--- src/rtl/ow_uart_pkg.sv ---
// Shared types for the UART-timed 1-Wire master.
// Holds the command codes and the transmit patterns that shape each slot.
package ow_uart_pkg;

    typedef enum logic [1:0] {
        OP_RESET = 2'b00,
        OP_WRITE = 2'b01,
        OP_READ  = 2'b10,
        OP_RSVD  = 2'b11
    } ow_op_e;

    // Transmit bytes: their zero bits, after the start bit, set the low time
    localparam logic [7:0] PAT_RESET = 8'hF0;
    localparam logic [7:0] PAT_ZERO  = 8'h80;
    localparam logic [7:0] PAT_ONE   = 8'hFF;

    // Picks the transmit byte for a command
    function automatic logic [7:0] slot_pattern(input ow_op_e op, input logic wbit);
        logic [7:0] pat;
        case (op)
            OP_RESET: pat = PAT_RESET;
            OP_WRITE: pat = wbit ? PAT_ONE : PAT_ZERO;
            default:  pat = PAT_ONE;
        endcase
        return pat;
    endfunction

endpackage

--- src/rtl/ow_baud_gen.sv ---
// Oversampling tick generator with two selectable divisors.
// Assumes both divisors are at least 1. The restart input clears the phase,
// so every frame begins on a fresh tick grid. use_slow must only change in a
// cycle in which restart is high.
module ow_baud_gen #(
    parameter int DIV_SLOW = 325,
    parameter int DIV_FAST = 27
) (
    input  logic clk,
    input  logic rst_n,
    input  logic use_slow,
    input  logic restart,
    output logic tick
);
    localparam int MAX_DIV = (DIV_SLOW > DIV_FAST) ? DIV_SLOW : DIV_FAST;
    localparam int CW      = $clog2(MAX_DIV + 1);

    logic [CW-1:0] cnt;
    logic [CW-1:0] limit;

    // Terminal count for the selected rate
    always_comb limit = use_slow ? CW'(DIV_SLOW - 1) : CW'(DIV_FAST - 1);

    // Tick on terminal count, suppressed while restarting
    always_comb tick = !restart && (cnt == limit);

    // Phase counter
    always_ff @(posedge clk) begin
        if (!rst_n)               cnt <= '0;
        else if (restart || tick) cnt <= '0;
        else                      cnt <= cnt + 1'b1;
    end
endmodule

--- src/rtl/ow_uart_tx.sv ---
// 8N1 transmitter driving an open-drain pull-low output.
// Sends a low start bit, eight data bits LSB first, and a high stop bit.
// Each bit lasts OVS ticks. Assumes OVS is a power of two and that start
// is only raised while the transmitter is idle.
module ow_uart_tx #(
    parameter int OVS = 16
) (
    input  logic       clk,
    input  logic       rst_n,
    input  logic       start,
    input  logic [7:0] data,
    input  logic       tick,
    output logic       line_low,
    output logic       frame_done
);
    localparam int TW = $clog2(OVS);

    logic          busy;
    logic [9:0]    frame;
    logic [TW-1:0] tcnt;
    logic [3:0]    bidx;

    // Load, then shift one bit per OVS ticks
    always_ff @(posedge clk) begin
        if (!rst_n) begin
            busy       <= 1'b0;
            frame      <= '1;
            tcnt       <= '0;
            bidx       <= '0;
            frame_done <= 1'b0;
        end else begin
            frame_done <= 1'b0;
            if (start && !busy) begin
                busy  <= 1'b1;
                frame <= {1'b1, data, 1'b0};
                tcnt  <= '0;
                bidx  <= '0;
            end else if (busy && tick) begin
                if (tcnt == TW'(OVS - 1)) begin
                    tcnt  <= '0;
                    frame <= {1'b1, frame[9:1]};
                    if (bidx == 4'd9) begin
                        busy       <= 1'b0;
                        frame_done <= 1'b1;
                    end else begin
                        bidx <= bidx + 4'd1;
                    end
                end else begin
                    tcnt <= tcnt + 1'b1;
                end
            end
        end
    end

    // Pull low only for a zero bit of a live frame
    always_comb line_low = busy && !frame[0];
endmodule

--- src/rtl/ow_uart_rx.sv ---
// 8N1 receiver with mid-bit sampling by oversampling ticks.
// Listens only while armed. A falling edge starts a frame, the start bit is
// checked half a bit later, and then data and stop are sampled once per bit.
// Assumes SYNC >= 2 and OVS a power of two.
module ow_uart_rx #(
    parameter int OVS  = 16,
    parameter int SYNC = 2
) (
    input  logic       clk,
    input  logic       rst_n,
    input  logic       line_in,
    input  logic       arm,
    input  logic       tick,
    output logic [7:0] data_out,
    output logic       valid
);
    localparam int TW = $clog2(OVS);

    typedef enum logic [1:0] {RX_IDLE, RX_START, RX_DATA, RX_STOP} rx_state_e;

    rx_state_e     st;
    logic [SYNC-1:0] sy;
    logic          level;
    logic          prev;
    logic [TW-1:0] tcnt;
    logic [2:0]    bidx;
    logic [7:0]    shreg;

    // Input synchronizer
    always_ff @(posedge clk) begin
        if (!rst_n) sy <= '1;
        else        sy <= {sy[SYNC-2:0], line_in};
    end

    always_comb level = sy[SYNC-1];

    // Frame recognition and bit sampling
    always_ff @(posedge clk) begin
        if (!rst_n) begin
            st       <= RX_IDLE;
            prev     <= 1'b1;
            tcnt     <= '0;
            bidx     <= '0;
            shreg    <= '0;
            data_out <= '0;
            valid    <= 1'b0;
        end else begin
            valid <= 1'b0;
            prev  <= level;
            if (!arm) begin
                st <= RX_IDLE;
            end else begin
                case (st)
                    RX_IDLE: begin
                        if (prev && !level) begin
                            st   <= RX_START;
                            tcnt <= '0;
                        end
                    end
                    RX_START: begin
                        if (tick) begin
                            if (tcnt == TW'(OVS / 2 - 1)) begin
                                tcnt <= '0;
                                bidx <= '0;
                                st   <= level ? RX_IDLE : RX_DATA;
                            end else begin
                                tcnt <= tcnt + 1'b1;
                            end
                        end
                    end
                    RX_DATA: begin
                        if (tick) begin
                            if (tcnt == TW'(OVS - 1)) begin
                                tcnt  <= '0;
                                shreg <= {level, shreg[7:1]};
                                if (bidx == 3'd7) st <= RX_STOP;
                                else              bidx <= bidx + 3'd1;
                            end else begin
                                tcnt <= tcnt + 1'b1;
                            end
                        end
                    end
                    default: begin
                        if (tick) begin
                            if (tcnt == TW'(OVS - 1)) begin
                                tcnt     <= '0;
                                data_out <= shreg;
                                valid    <= 1'b1;
                                st       <= RX_IDLE;
                            end else begin
                                tcnt <= tcnt + 1'b1;
                            end
                        end
                    end
                endcase
            end
        end
    end
endmodule

--- src/rtl/ow_uart_master.sv ---
// 1-Wire master that times every slot with one UART frame.
// Accepts reset, write-bit and read-bit commands while idle. It selects the
// baud rate and transmit byte, sends the frame open-drain, captures the echo
// and decodes presence or the bus bit, then pulses done. Assumes bus_sense
// is the wired-AND of the master drive and all devices.
module ow_uart_master #(
    parameter int CLK_HZ    = 50_000_000,
    parameter int SLOW_BAUD = 9600,
    parameter int FAST_BAUD = 115200,
    parameter int OVS       = 16,
    parameter int SYNC      = 2
) (
    input  logic       clk,
    input  logic       rst_n,
    input  logic       cmd_valid,
    input  logic [1:0] cmd_op,
    input  logic       cmd_bit,
    output logic       cmd_ready,
    output logic       bus_pull_low,
    input  logic       bus_sense,
    output logic       done,
    output logic       presence,
    output logic       result_bit
);
    import ow_uart_pkg::*;

    localparam int DIV_SLOW      = CLK_HZ / (SLOW_BAUD * OVS);
    localparam int DIV_FAST      = CLK_HZ / (FAST_BAUD * OVS);
    localparam int RESET_LOW_CYC = 5 * OVS * DIV_SLOW;

    typedef enum logic {ST_IDLE, ST_BUSY} ctl_state_e;

    ctl_state_e state;
    ow_op_e     op_in;
    ow_op_e     op_q;
    logic       accept;
    logic       slow_q;
    logic [7:0] echo_q;
    logic       tick;
    logic       tx_done;
    logic [7:0] rx_data;
    logic       rx_valid;

    // Decode the incoming command
    always_comb begin
        op_in  = ow_op_e'(cmd_op);
        accept = cmd_valid && (state == ST_IDLE) && (op_in != OP_RSVD);
    end

    // Command sequencing and result decode
    always_ff @(posedge clk) begin
        if (!rst_n) begin
            state      <= ST_IDLE;
            op_q       <= OP_RESET;
            slow_q     <= 1'b0;
            echo_q     <= '0;
            done       <= 1'b0;
            presence   <= 1'b0;
            result_bit <= 1'b0;
        end else begin
            done <= 1'b0;
            if (accept) begin
                state  <= ST_BUSY;
                op_q   <= op_in;
                slow_q <= (op_in == OP_RESET);
                echo_q <= '0;
            end else if (state == ST_BUSY) begin
                if (rx_valid) echo_q <= rx_data;
                if (tx_done) begin
                    state <= ST_IDLE;
                    done  <= 1'b1;
                    if (op_q == OP_RESET) presence   <= (echo_q != PAT_RESET);
                    else                  result_bit <= (echo_q == PAT_ONE);
                end
            end
        end
    end

    always_comb cmd_ready = (state == ST_IDLE);

    ow_baud_gen #(
        .DIV_SLOW (DIV_SLOW),
        .DIV_FAST (DIV_FAST)
    ) u_baud (
        .clk      (clk),
        .rst_n    (rst_n),
        .use_slow (accept ? (op_in == OP_RESET) : slow_q),
        .restart  (accept),
        .tick     (tick)
    );

    ow_uart_tx #(
        .OVS (OVS)
    ) u_tx (
        .clk        (clk),
        .rst_n      (rst_n),
        .start      (accept),
        .data       (slot_pattern(op_in, cmd_bit)),
        .tick       (tick),
        .line_low   (bus_pull_low),
        .frame_done (tx_done)
    );

    ow_uart_rx #(
        .OVS  (OVS),
        .SYNC (SYNC)
    ) u_rx (
        .clk      (clk),
        .rst_n    (rst_n),
        .line_in  (bus_sense),
        .arm      (state == ST_BUSY),
        .tick     (tick),
        .data_out (rx_data),
        .valid    (rx_valid)
    );
endmodule

--- config.mk ---
export PLATFORM = sky130hd
export DESIGN_NAME = ow_uart_master
export DESIGN_NICKNAME = d
export VERILOG_FILES = /design/src/rtl/ow_uart_pkg.sv /design/src/rtl/ow_baud_gen.sv /design/src/rtl/ow_uart_tx.sv /design/src/rtl/ow_uart_rx.sv /design/src/rtl/ow_uart_master.sv
export SDC_FILE = /design/constraint.sdc
export NUM_CORES = 1
export LEC_CHECK = 0
export BUFFER_PORTS_ARGS = -buffer_cell sky130_fd_sc_hd__buf_2
export CORE_MARGIN = 5
export CORE_UTILIZATION = 66
export DETAILED_ROUTE_END_ITERATION = 6
export PLACE_DENSITY = 0.82
export SETUP_SLACK_MARGIN = 0.4
export SLEW_MARGIN = 20
export SYNTH_ARGS = -nofsm -noshare
export SYNTH_HDL_FRONTEND = slang
export SYNTH_SLANG_ARGS = --single-unit
--- constraint.sdc ---
create_clock -name clk -period 4.65 [get_ports clk]
set_input_delay 0.465 -clock clk [delete_from_list [all_inputs] [get_ports clk]]
set_output_delay 0.465 -clock clk [all_outputs]
set_load 0.02 [all_outputs]
==> results of run 1 <==
==> final cells by class <==
cell class	count	area, sq um
clock buffers	9	123.9
fillers	359	1192
repair buffers	12	62.56
inverters	17	63.81
well taps	67	83.83
multi-input cells	259	1719
flip-flops and latches	71	1421
clock inverters	7	87.58
==> placed cells by master, fill, tap and decap left out, drive strengths merged, types with 3 or more instances in the layout <==
cell type | Yosys | final
nand2b | 9 | 9
or4 | 3 | 3
mux2i | 19 | 19
nand2 | 46 | 46
or3 | 4 | 4
o21ai | 17 | 17
nor2 | 20 | 20
o221ai | 6 | 6
clkinv | 1 | 5
clkbuf | 8 | 9
inv | 16 | 16
ha | 11 | 11
and2 | 3 | 3
nand4 | 8 | 8
dfxtp | 71 | 71
xnor2 | 3 | 3
nand3 | 23 | 23
a21oi | 30 | 30
and3 | 3 | 3
a211oi | 4 | 4
or2 | 4 | 4
buf | 6 | 12
nor3 | 10 | 10
xor2 | 6 | 6
==> flip-flops by register name (all words and copies together), names as in the netlist, 2 cells and up <==
register and count:
u_baud.cnt 9, echo_q 8, u_rx.data_out 8, u_rx.shreg 8, u_tx.frame 8, u_rx.tcnt 4
u_tx.bidx 4, u_tx.tcnt 4, u_rx.bidx 3, op_q 2, u_rx.st 2, u_rx.sy 2
==> critical path: stages, from the launching register on <==
cell and delay (ps):
dfxtp_1 380, inv_1 90, ha_1 360, mux2_2 320
a2111oi_0 540, nor2_1 170, a311oi_4 380, o21a_1 180
o31ai_1 60
==> metrics by stage <==
step	instance area, sq um	utilization, %	std cells
finish	3562	74.92	442
global route	3562	74.92	442
CTS	3562	74.92	442
detailed placement	3351	70.47	426
global placement	3351	70.47	426
floorplan	3272	-	361
==> cell usage after synthesis, types with 3 or more instances <==
master and number:
a211oi_1 3, a21oi_1 29, and3_1 3, buf_2 3, clkbuf_1 8, dfxtp_1 71
ha_1 11, inv_1 16, mux2i_1 19, nand2_1 45, nand2b_1 9, nand3_1 23
nand4_1 6, nor2_1 19, nor3_1 9, o21ai_0 12, o21ai_1 5, o221ai_1 6
or2_2 4, or3_1 4, or4_1 3, xnor2_1 3, xor2_1 6
==> per-layer routing <==
layer	global-route usage, %	vias to the layer above	share of wire (%)
met5	0	-	0
li1	-	1316	-
met4	9.628	0	1.8
met1	25.12	1191	47
met2	33.77	60	48
met3	5.830	11	4.1
==> report_power, final <==
part | switching [W] | total (W) | internal [W]
combinational | 0.0000418 | 0.0000617 | 0.0000199
sequential | 0.00000943 | 0.000629 | 0.000619
clock | 0.000221 | 0.000519 | 0.000298
total | 0.000272 | 0.00121 | 0.000937
==> logic make-up (layout without fill, tap and decap cells) <==
group                      after synthesis  after routing  synth area share [%]
DFF                                     71             71                 43.44
xor gates and xnor gates                 9              9                 2.409
adders and majority gates               11             11                 4.206
AOI/OAI and AO/OA                       74             74                 15.91
muxes                                   20             20                 6.157
and+or+nand+nor                        145            145                 23.86
buffers and inverters                   31             45                 4.015
==> worst max path at each step <==
stage | startpoint | to | cells past startpoint
floorplan | u_rx.st[0] | u_rx.st[1] | 9
global placement | cmd_op[1] | u_tx.frame[3] | 7
detailed placement | cmd_op[1] | u_tx.frame[6] | 7
CTS | u_rx.st[0] | u_rx.st[1] | 8
global route | u_rx.st[0] | u_rx.st[1] | 8
finish | u_rx.st[0] | u_rx.st[1] | 8
==> summary.md, run 1 <==
| Metric | Value |
|---|---|
| Root Driver | clkbuf_8 |
| # H-tree levels | 3 |
| Max Root-Sink Buffers | 2 |
| Max-slew headroom | 31.07% |
| P per Cell Area | 339.3 nW/um^2 |
| Cell variety after synth | 59 |
| Arrival time of the worst setup path | 2820 ps |
| Vias | 2578 |
| I/O pin count | 12 |
| Maximum fanout along the worst path | 10 |
| Core area | 4755 sq um |
| Post-CTS sizing | 0 |
| Buffer count from post-CTS setup fixing | 0 |
| Layout area overhead | 8.872% |
| Setup TNS | 0 ps |
| Mapped Nets | 379 |
| Reg2Reg Depth | 8 |
| Site Rows | 25 |
| Fmax | 385.2 MHz |
| Ys Warns | 0 |
| Share of the synthesized area in the top cell type | 43.44% |
| # diodes | 0 |
| Hold WC Path Type | in -> reg |
| Synth area leaders | dfxtp_1, mux2i_1, nand2_1 |
| Largest net degree at the start of global routing | 42 |
| Remaining routing DRC violations | 0 |
| Top_reg_cell synth | dfxtp_1 |
| WL final | 6030 um |
| Antenna-violating nets left | 0 |
| CTS Sinks | 71 |
| Final Max Tran Viols | 0 |
| Hold path start | bus_sense |
| Crit path kind | reg -> reg |
| Final setup fails | 0 |
| Die area | 6466 sq um |
| Pre-CTS WS | 2037 ps |
| Post-Syn Area | 3272 sq um |
| GP Congestion | 0.8612 |
| Minimum clock period | 2596 ps |
| Hold path cells | 2 |
| Nets@finish | 388 |
| Fin crit share | 55.83% |
| Hold WS | 303.4 ps |
| Post-cts hold buffer count | 0 |
| Maxcap violations | 0 |
| Initial core utilization | 68.82% |
| Initial antenna violation count | 0 |
| Drt pass-1 iters | 5 |
| Post-synth EDFFs | 0 |
| Worst Path Required | 4880 ps |
| Clock insertion delay at the later pin of the skew report | 340 ps |
| Syn Inst Count | 361 |
| Total CTS buffers | 9 |
| Slack of the critical path | 2054 ps |
| Final HPWL DP | 4166 um |
| Worst reg2reg setup slack | 2050 ps |
| Worst vdd ir | 286.9 uV |
| CTS tree | built |
| Final hold vios | 0 |
| Pwr Total | 0.001209 W |
| RSZ-0062 raised after global routing | no |
| Status | completed |
| Reg-to-Reg End | u_rx.st[1] |
| Syn Area/Cell | 9.063 sq um |
| Hold Crit Endpoint | u_rx.sy[0] |
| Vias in the first global route | 2425 |
| Clock Skews | 5.433 ps |
| CP startpoint kind | register |
| Drt wl/cell | 13.64 um |
| Port Buf Inserts | 11 |
| Vias per inst | 5.833 |
| Global-route wire length before repair | 10450 um |
| GRT Total Usage | 20.70% |
| Post-synthesis sequential area ratio | 43.44% |
| Fraction of layout cells with a size suffix above 1 | 12.80% |
| Pleak | 1.418 nW |
| Total gr overflow | 0 |
| Synth area leader | dfxtp_1 |
| Fraction of registers with async set/reset | 0% |
| Worst r2r src | u_rx.st[0] |
| Measured slew at the worst slew-check pin | 1008 ps |
| CP Capture Type | register |
| First DRT Iteration DRCs | 203 |
| CTS clk-pin slew, worst paths | 70 ps |
| Chip Height | 80.41 um |
| Die width | 80.41 um |
| Yosys reg bits | 71 |
Power figures use the tool's default switching activity.
==> run 2: changes to the inputs <==
--- a/config.mk
+++ b/config.mk
@@ -7,9 +7,9 @@
 export LEC_CHECK = 0
 export BUFFER_PORTS_ARGS = -buffer_cell sky130_fd_sc_hd__buf_2
 export CORE_MARGIN = 5
-export CORE_UTILIZATION = 66
+export CORE_UTILIZATION = 55
 export DETAILED_ROUTE_END_ITERATION = 6
-export PLACE_DENSITY = 0.82
+export PLACE_DENSITY = 0.73
 export SETUP_SLACK_MARGIN = 0.4
 export SLEW_MARGIN = 20
 export SYNTH_ARGS = -nofsm -noshare
==> constraint.sdc (replaced) <==
create_clock -name clk -period 2.15 [get_ports clk]
set_input_delay 0.215 -clock clk [delete_from_list [all_inputs] [get_ports clk]]
set_output_delay 0.215 -clock clk [all_outputs]
set_load 0.02 [all_outputs]
==> run 2 against run 1 <==
Compared with the run above:
- the run now ends with negative setup slack left
- critical path depth increased by 2
- maximum frequency grew 19%
- power up 140%
- sequential cell count stayed put
- utilization fell by 1.6 points
- non-clock buffer count rose by 40
- setup slack worse by 2100 ps
- combinational power grew to 3.3 times the previous value
- largest cell class unchanged
- highest routed layer unchanged
==> summary.md, run 2 (same netlist as run 1, synthesis figures left out) <==
| Metric | Value |
|---|---|
| Vias | 2906 (was 2578) |
| Clock insertion delay at the later pin of the skew report | 350 ps (was 340 ps) |
| Crit path kind | reg -> reg (unchanged) |
| Site Rows | 28 (was 25) |
| Reg-to-Reg End | u_tx.tcnt[2] (was u_rx.st[1]) |
| Root Driver | clkbuf_8 (unchanged) |
| Worst reg2reg setup slack | -40 ps (was 2050 ps) |
| Worst vdd ir | 551.7 uV (was 286.9 uV) |
| Largest register by flop count | u_baud.cnt (unchanged) |
| Chip Height | 87.13 um (was 80.41 um) |
| Drt wl/cell | 17.10 um (was 13.64 um) |
| Layout area overhead | 31.17% (was 8.872%) |
| Reg2Reg Depth | 10 (was 8) |
| Initial core utilization | 55.92% (was 68.82%) |
| Port Buf Inserts | 11 (unchanged) |
| Sequential power share | 47.3% (was 52.0%) |
| CTS Sinks | 71 (unchanged) |
| Minimum clock period | 2187 ps (was 2596 ps) |
| Number of flip-flops in the largest register | 9 (unchanged) |
| Arrival time of the worst setup path | 2420 ps (was 2820 ps) |
| CTS clk-pin slew, worst paths | 70 ps (about the same) |
| Die width | 87.13 um (was 80.41 um) |
| Nets@finish | 429 (was 388) |
| Hold Crit Endpoint | u_rx.sy[0] (unchanged) |
| Fmax | 457.3 MHz (was 385.2 MHz) |
| Remaining routing DRC violations | 0 (unchanged) |
| # H-tree levels | 3 (unchanged) |
| Maxcap violations | 0 (unchanged) |
| CP Capture Type | register (unchanged) |
| Max-slew headroom | 64.26% (was 31.07%) |
| Comb power frac | 7.2% (was 5.1%) |
| Clock Skews | 10.69 ps (was 5.433 ps) |
| Clock power share | 45.5% (was 42.9%) |
| # diodes | 0 (unchanged) |
| RSZ-0062 raised after global routing | yes (was no) |
| Setup TNS | -40.97 ps (was 0 ps) |
| Post-cts hold buffer count | 0 (unchanged) |
| Hold path cells | 2 (unchanged) |
| CTS tree | built (unchanged) |
| Worst Path Required | 2380 ps (was 4880 ps) |
| Final setup fails | 2 (was 0) |
| Commonest cells after routing, fill and taps aside | dfxtp_1, nand2_1, buf_4 (was dfxtp_1, nand2_1, a21oi_1) |
| Die area | 7592 sq um (was 6466 sq um) |
| Total CTS buffers | 9 (unchanged) |
| I/O pin count | 12 (unchanged) |
| Vias in the first global route | 2860 (was 2425) |
| Worst r2r src | u_baud.cnt[2] (was u_rx.st[0]) |
| Initial antenna violation count | 0 (unchanged) |
| Hold WC Path Type | in -> reg (unchanged) |
| CP startpoint kind | register (unchanged) |
| Internal | 0.002208 W (was 0.0009367 W) |
| Status | complete, but fails checks (was completed) |
| Commonest non-fill, non-tap cell in the layout | dfxtp_1 (unchanged) |
| First DRT Iteration DRCs | 186 (was 203) |
| Max Root-Sink Buffers | 2 (unchanged) |
| WL final | 8395 um (was 6030 um) |
| Final hold vios | 0 (unchanged) |
| Measured slew at the worst slew-check pin | 536.1 ps (was 1008 ps) |
| Fin crit share | 101.7% (was 55.83%) |
| Global-route wire length before repair | 13090 um (was 10450 um) |
| Worst Setup SP | u_baud.cnt[2] (was u_rx.st[0]) |
| Sw Ratio | 23.06% (was 22.50%) |
| Pre-CTS WS | -21.72 ps (was 2037 ps) |
| Drt pass-1 iters | 4 (was 5) |
| Core area | 5851 sq um (was 4755 sq um) |
| Largest net degree at the start of global routing | 25 (was 42) |
| Slack of the critical path | -36.87 ps (was 2054 ps) |
| Vias per inst | 5.919 (was 5.833) |
| Fraction of layout cells with a size suffix above 1 | 32.69% (was 12.80%) |
| Pleak | 1.699 nW (was 1.418 nW) |
| Antenna-violating nets left | 0 (unchanged) |
| Hold path start | bus_sense (unchanged) |
| Final HPWL DP | 4712 um (was 4166 um) |
| P per Cell Area | 668.7 nW/um^2 (was 339.3 nW/um^2) |
| Violated checks | negative setup slack |
| Final Max Tran Viols | 0 (unchanged) |
| Net switching power | 0.0006618 W (was 0.0002720 W) |
| Maximum fanout along the worst path | 5 (was 10) |
| GP Congestion | 0.7884 (was 0.8612) |
| Total gr overflow | 0 (unchanged) |
| GRT Total Usage | 21.73% (was 20.70%) |
-- run 2: metal layers --
metal	GRT usage, %	part of all wire (%)	vias to the layer above	wire length (um)
met2	36.51	50	81	4218
met4	9.066	3.2	0	272
met5	0	0	-	0
met3	5.487	4.8	27	403
li1	-	-	1396	-
met1	26.39	42	1402	3501
-- run 2: power groups by stage --
stage | logic, W | registers, W | clock network, W
2_1_floorplan | 0.000109 | 0.00138 | 0
3_3_place_gp | 0.000156 | 0.00139 | 0
3_5_place_dp | 0.000159 | 0.00139 | 0
4_1_cts | 0.000184 | 0.00136 | 0.00132
5_1_grt | 0.000223 | 0.00136 | 0.00138
6_report | 0.000205 | 0.00136 | 0.00131
-- run 2: critical path: stages (launching register included) --
cell and delay [ps]:
dfxtp_4 360, and4bb_1 240, nand3b_1 160, buf_4 200, nor3b_4 200, buf_4 150
o2111ai_4 150, buf_6 180, buf_4 130, o21ai_0 230, a21oi_2 90
-- run 2: metrics by stage --
step	area [sq um]	std cells	total power (W)	hold slack [ps]	utilization [%]
3_5_place_dp	3560	453	0.001548	400.8	60.84
6_report	4292	491	0.002870	46.43	73.35
5_1_grt	4292	491	0.002968	51.97	73.35
3_3_place_gp	3560	453	0.001544	397.9	60.84
2_1_floorplan	3334	361	0.001491	316.5	-
4_1_cts	4065	482	0.002859	34.52	69.48
-- run 2: cell type report --
cell class              instances  area, sq um
clock inverters                 6        107.6
clock buffers                  10        137.6
repair buffers                 52        400.4
fillers                       386         1559
flip-flops and latches         71         1434
inverters                      17        63.81
multi-input cells             260         2054
well taps                      75        93.84
-- run 2: repair_timing --
item,4_1_cts,5_1_grt
buffers inserted,12,9
gates resized for setup,33,38
cloned,1,0
setup endpoints to repair,52,53
pin swaps,15,24
-- run 2: how the worst max path moves through the flow --
| stage | endpoint | slack, ps |
|---|---|---|
| 5_1_grt | u_tx.tcnt[2] | -110 |
| 6_report | u_tx.tcnt[2] | -40 |
| 3_3_place_gp | u_tx.busy | 60 |
| 3_5_place_dp | u_tx.tcnt[3] | -20 |
| 4_1_cts | u_rx.tcnt[1] | 30 |
| 2_1_floorplan | u_rx.tcnt[1] | 170 |
==> run 3: changes to the inputs <==
--- a/config.mk
+++ b/config.mk
@@ -5,6 +5,7 @@
 export SDC_FILE = /design/constraint.sdc
 export NUM_CORES = 1
 export LEC_CHECK = 0
+export ABC_AREA = 1
 export BUFFER_PORTS_ARGS = -buffer_cell sky130_fd_sc_hd__buf_2
 export CORE_MARGIN = 5
 export CORE_UTILIZATION = 55
==> run 3 against run 2 <==
Compared with the run above:
- the flow now finishes without violations
- via count is 0.38% lower
- utilization is 1.4 points lower
- clock-buffer cell count is 1 higher
- worst hold slack better by 17 ps
- first-iteration DRC count is 17% lower
- power is 4.8% higher
- maximum frequency is 29% higher
- synthesized area is 4.9% lower
- combinational power is 11% higher
- clock power is 8% higher
- cell area is 7.6% lower
- clock skew is 0.60 ps lower
- largest cell class unchanged
==> summary.md, run 3 <==
| Metric | Value |
|---|---|
| Final Max Tran Viols | 0 (unchanged) |
| Fin crit share | 78.91% (was 101.7%) |
| Reg2Reg Depth | 12 (was 10) |
| Post-synth EDFFs | 0 (unchanged) |
| Synth area leaders | dfxtp_1, nand2_1, a21oi_1 (was dfxtp_1, mux2i_1, nand2_1) |
| CTS tree | built (unchanged) |
| Pre-CTS WS | 104.4 ps (was -21.72 ps) |
| WL final | 7664 um (was 8395 um) |
| Die area | 7264 sq um (was 7592 sq um) |
| # H-tree levels | 3 (unchanged) |
| Die width | 85.23 um (was 87.13 um) |
| Post-Syn Area | 3113 sq um (was 3272 sq um) |
| Worst Path Required | 2380 ps (about the same) |
| Cell variety after synth | 35 (was 59) |
| Final setup fails | 0 (was 2) |
| Fraction of layout cells with a size suffix above 1 | 25.16% (was 32.69%) |
| GRT Total Usage | 20.54% (was 21.73%) |
| Yosys reg bits | 71 (unchanged) |
| Largest register by flop count | u_baud.cnt (unchanged) |
| Total gr overflow | 0 (unchanged) |
| First DRT Iteration DRCs | 155 (was 186) |
| Mapped Nets | 433 (was 379) |
| Root Driver | clkbuf_8 (unchanged) |
| Top-count cell post-synth | dfxtp_1 (unchanged) |
| Synth area leader | dfxtp_1 (unchanged) |
| Maximum fanout along the worst path | 8 (was 5) |
| Largest net degree at the start of global routing | 22 (was 25) |
| CTS Sinks | 71 (unchanged) |
| Total CTS buffers | 9 (unchanged) |
| Port Buf Inserts | 11 (unchanged) |
| CP startpoint kind | register (unchanged) |
| Setup TNS | 0 ps (was -40.97 ps) |
| Max-slew headroom | 66.11% (was 64.26%) |
| Vias per inst | 5.473 (was 5.919) |
| Top_reg_cell synth | dfxtp_1 (unchanged) |
| Share of the synthesized area in the top cell type | 45.66% (was 43.44%) |
| P per Cell Area | 758.9 nW/um^2 (was 668.7 nW/um^2) |
| Post-synth top cells | dfxtp_1, nand2_1, a21oi_1, inv_1, nand3_1 (was dfxtp_1, nand2_1, a21oi_1, nand3_1) |
| GP Congestion | 0.8346 (was 0.7884) |
| Vias | 2895 (was 2906) |
| Post-synthesis sequential area ratio | 45.66% (was 43.44%) |
| Nets@finish | 470 (was 429) |
| Drt pass-1 iters | 4 (unchanged) |
| Pleak | 1.559 nW (was 1.699 nW) |
| Initial antenna violation count | 0 (unchanged) |
| Hold path cells | 2 (unchanged) |
| Arrival time of the worst setup path | 1930 ps (was 2420 ps) |
| Clock insertion delay at the later pin of the skew report | 350 ps (about the same) |
| Max Root-Sink Buffers | 2 (unchanged) |
| Hold WC Path Type | in -> reg (unchanged) |
| Vias in the first global route | 2814 (was 2860) |
| Remaining routing DRC violations | 0 (unchanged) |
| RSZ-0062 raised after global routing | yes (unchanged) |
| Fmax | 589.5 MHz (was 457.3 MHz) |
| Layout area overhead | 27.33% (was 31.17%) |
| Maxcap violations | 0 (unchanged) |
| CTS clk-pin slew, worst paths | 70 ps (about the same) |
| Number of flip-flops in the largest register | 9 (unchanged) |
| Commonest cells after routing, fill and taps aside | nand2_1, dfxtp_1, a21oi_1 (was dfxtp_1, nand2_1, buf_4) |
| CP Capture Type | register (unchanged) |
| Final hold vios | 0 (unchanged) |
| Drt wl/cell | 14.49 um (was 17.10 um) |
| # diodes | 0 (unchanged) |
| Minimum clock period | 1696 ps (was 2187 ps) |
| Worst vdd ir | 449.2 uV (was 551.7 uV) |
| Status | completed (was complete, but fails checks) |
| Measured slew at the worst slew-check pin | 507.8 ps (was 536.1 ps) |
| Crit path kind | reg -> reg (unchanged) |
| Slack of the critical path | 453.5 ps (was -36.87 ps) |
| Antenna-violating nets left | 0 (unchanged) |
| Fraction of registers with async set/reset | 0% (unchanged) |
| Global-route wire length before repair | 12210 um (was 13090 um) |
| Clock Skews | 10.09 ps (was 10.69 ps) |
| Ys Warns | 0 (unchanged) |
| Site Rows | 27 (was 28) |
| Core area | 5507 sq um (was 5851 sq um) |
| Final HPWL DP | 4644 um (was 4712 um) |
| Initial core utilization | 56.53% (was 55.92%) |
| Syn Inst Count | 415 (was 361) |
| Post-cts hold buffer count | 0 (unchanged) |
| Commonest non-fill, non-tap cell in the layout | nand2_1 (was dfxtp_1) |
| Chip Height | 85.23 um (was 87.13 um) |
| Syn Area/Cell | 7.501 sq um (was 9.063 sq um) |
| I/O pin count | 12 (unchanged) |
==> run 3: changes by cell type after synthesis, sizes merged, moves of 4 or more <==
| cell | previous run | this run |
|---|---|---|
| nand2 | 46 | 71 |
| mux2i | 19 | 0 |
| o221ai | 6 | 0 |
| inv | 16 | 51 |
| nor2 | 20 | 39 |
| nand3 | 23 | 42 |
| or3 | 4 | 0 |
| nand2b | 9 | 0 |
| o21ai | 17 | 35 |
| a21oi | 30 | 50 |
==> run 3: kinds of logic (layout without fill, tap and decap cells) <==
logic type	Yosys count	count (layout)	share of synthesized area (%)
and+or+nand+nor	179	180	26.37
AOI/OAI and AO/OA	90	90	15.11
adders and majority gates	11	11	4.421
xor gates and xnor gates	4	4	1.126
DFF	71	71	45.66
buffers and inverters	60	101	7.315
==> run 3: power breakdown <==
group	leakage [nW]	switching [W]	total [W]	internal [W]
Sequential	0.581	0.0000238	0.00137	0.00134
Clock	0.134	0.000493	0.00142	0.000922
Combinational	0.844	0.000149	0.000227	0.0000784
==> run 3: path summary, 6_finish.rpt <==
| path | startpoint | end | slack, ps |
|---|---|---|---|
| max | state | u_rx.data_out[2] | 450 |
| min reg2reg | u_rx.sy[0] | u_rx.sy[1] | 430 |
| min | bus_sense | u_rx.sy[0] | 60 |
| max reg2reg | state | u_rx.data_out[2] | 450 |
==> run 3: through the flow <==
stage                     utilization, %  area, sq um  cells  total power (W)  hold slack (ps)
final                              71.98         3964    529         0.003008            63.11
after global routing               71.98         3964    529         0.003115            63.16
after CTS                          66.21         3646    515         0.002985            57.09
after detailed placement           59.15         3257    494         0.001570            410.4
after global placement             59.15         3257    494         0.001565            399.9
after floorplan                        -         3114    415         0.001515            321.6
==> run 3: repair_timing <==
| item | 4_1_cts | 5_1_grt |
|---|---|---|
| buffers inserted | 4 | 13 |
| pin swaps | 6 | 15 |
| gates resized for setup | 23 | 71 |
| setup endpoints to repair | 29 | 45 |
| cloned | 1 | 1 |
==> run 3: worst max-delay path, cell delays in order, from the launching register on <==
cell and delay [ps]:
dfxtp_2 360, inv_4 60, nand3_4 90, nand2_4 90
nand2_2 80, nand2_2 70, nand2_4 100, nand4_4 140
nor2_4 170, nand3_2 110, buf_6 160, o21ai_2 110
a21oi_1 50
==> run 3: layout make-up <==
cell class	count	area, sq um
multi-input cells	285	1738
fillers	430	1543
flip-flops and latches	71	1444
repair buffers	33	221.5
inverters	52	200.2
clock buffers	11	141.4
clock inverters	5	128.9
well taps	72	90.09
==> run 3: routing by layer <==
| metal | vias up | track usage [%] | part of all wire (%) |
|---|---|---|---|
| li1 | 1460 | - | - |
| met1 | 1339 | 23.94 | 41 |
| met2 | 71 | 35.38 | 51 |
| met3 | 25 | 3.981 | 4.5 |
| met4 | 0 | 10.94 | 3.0 |
| met5 | - | 0 | 0 |
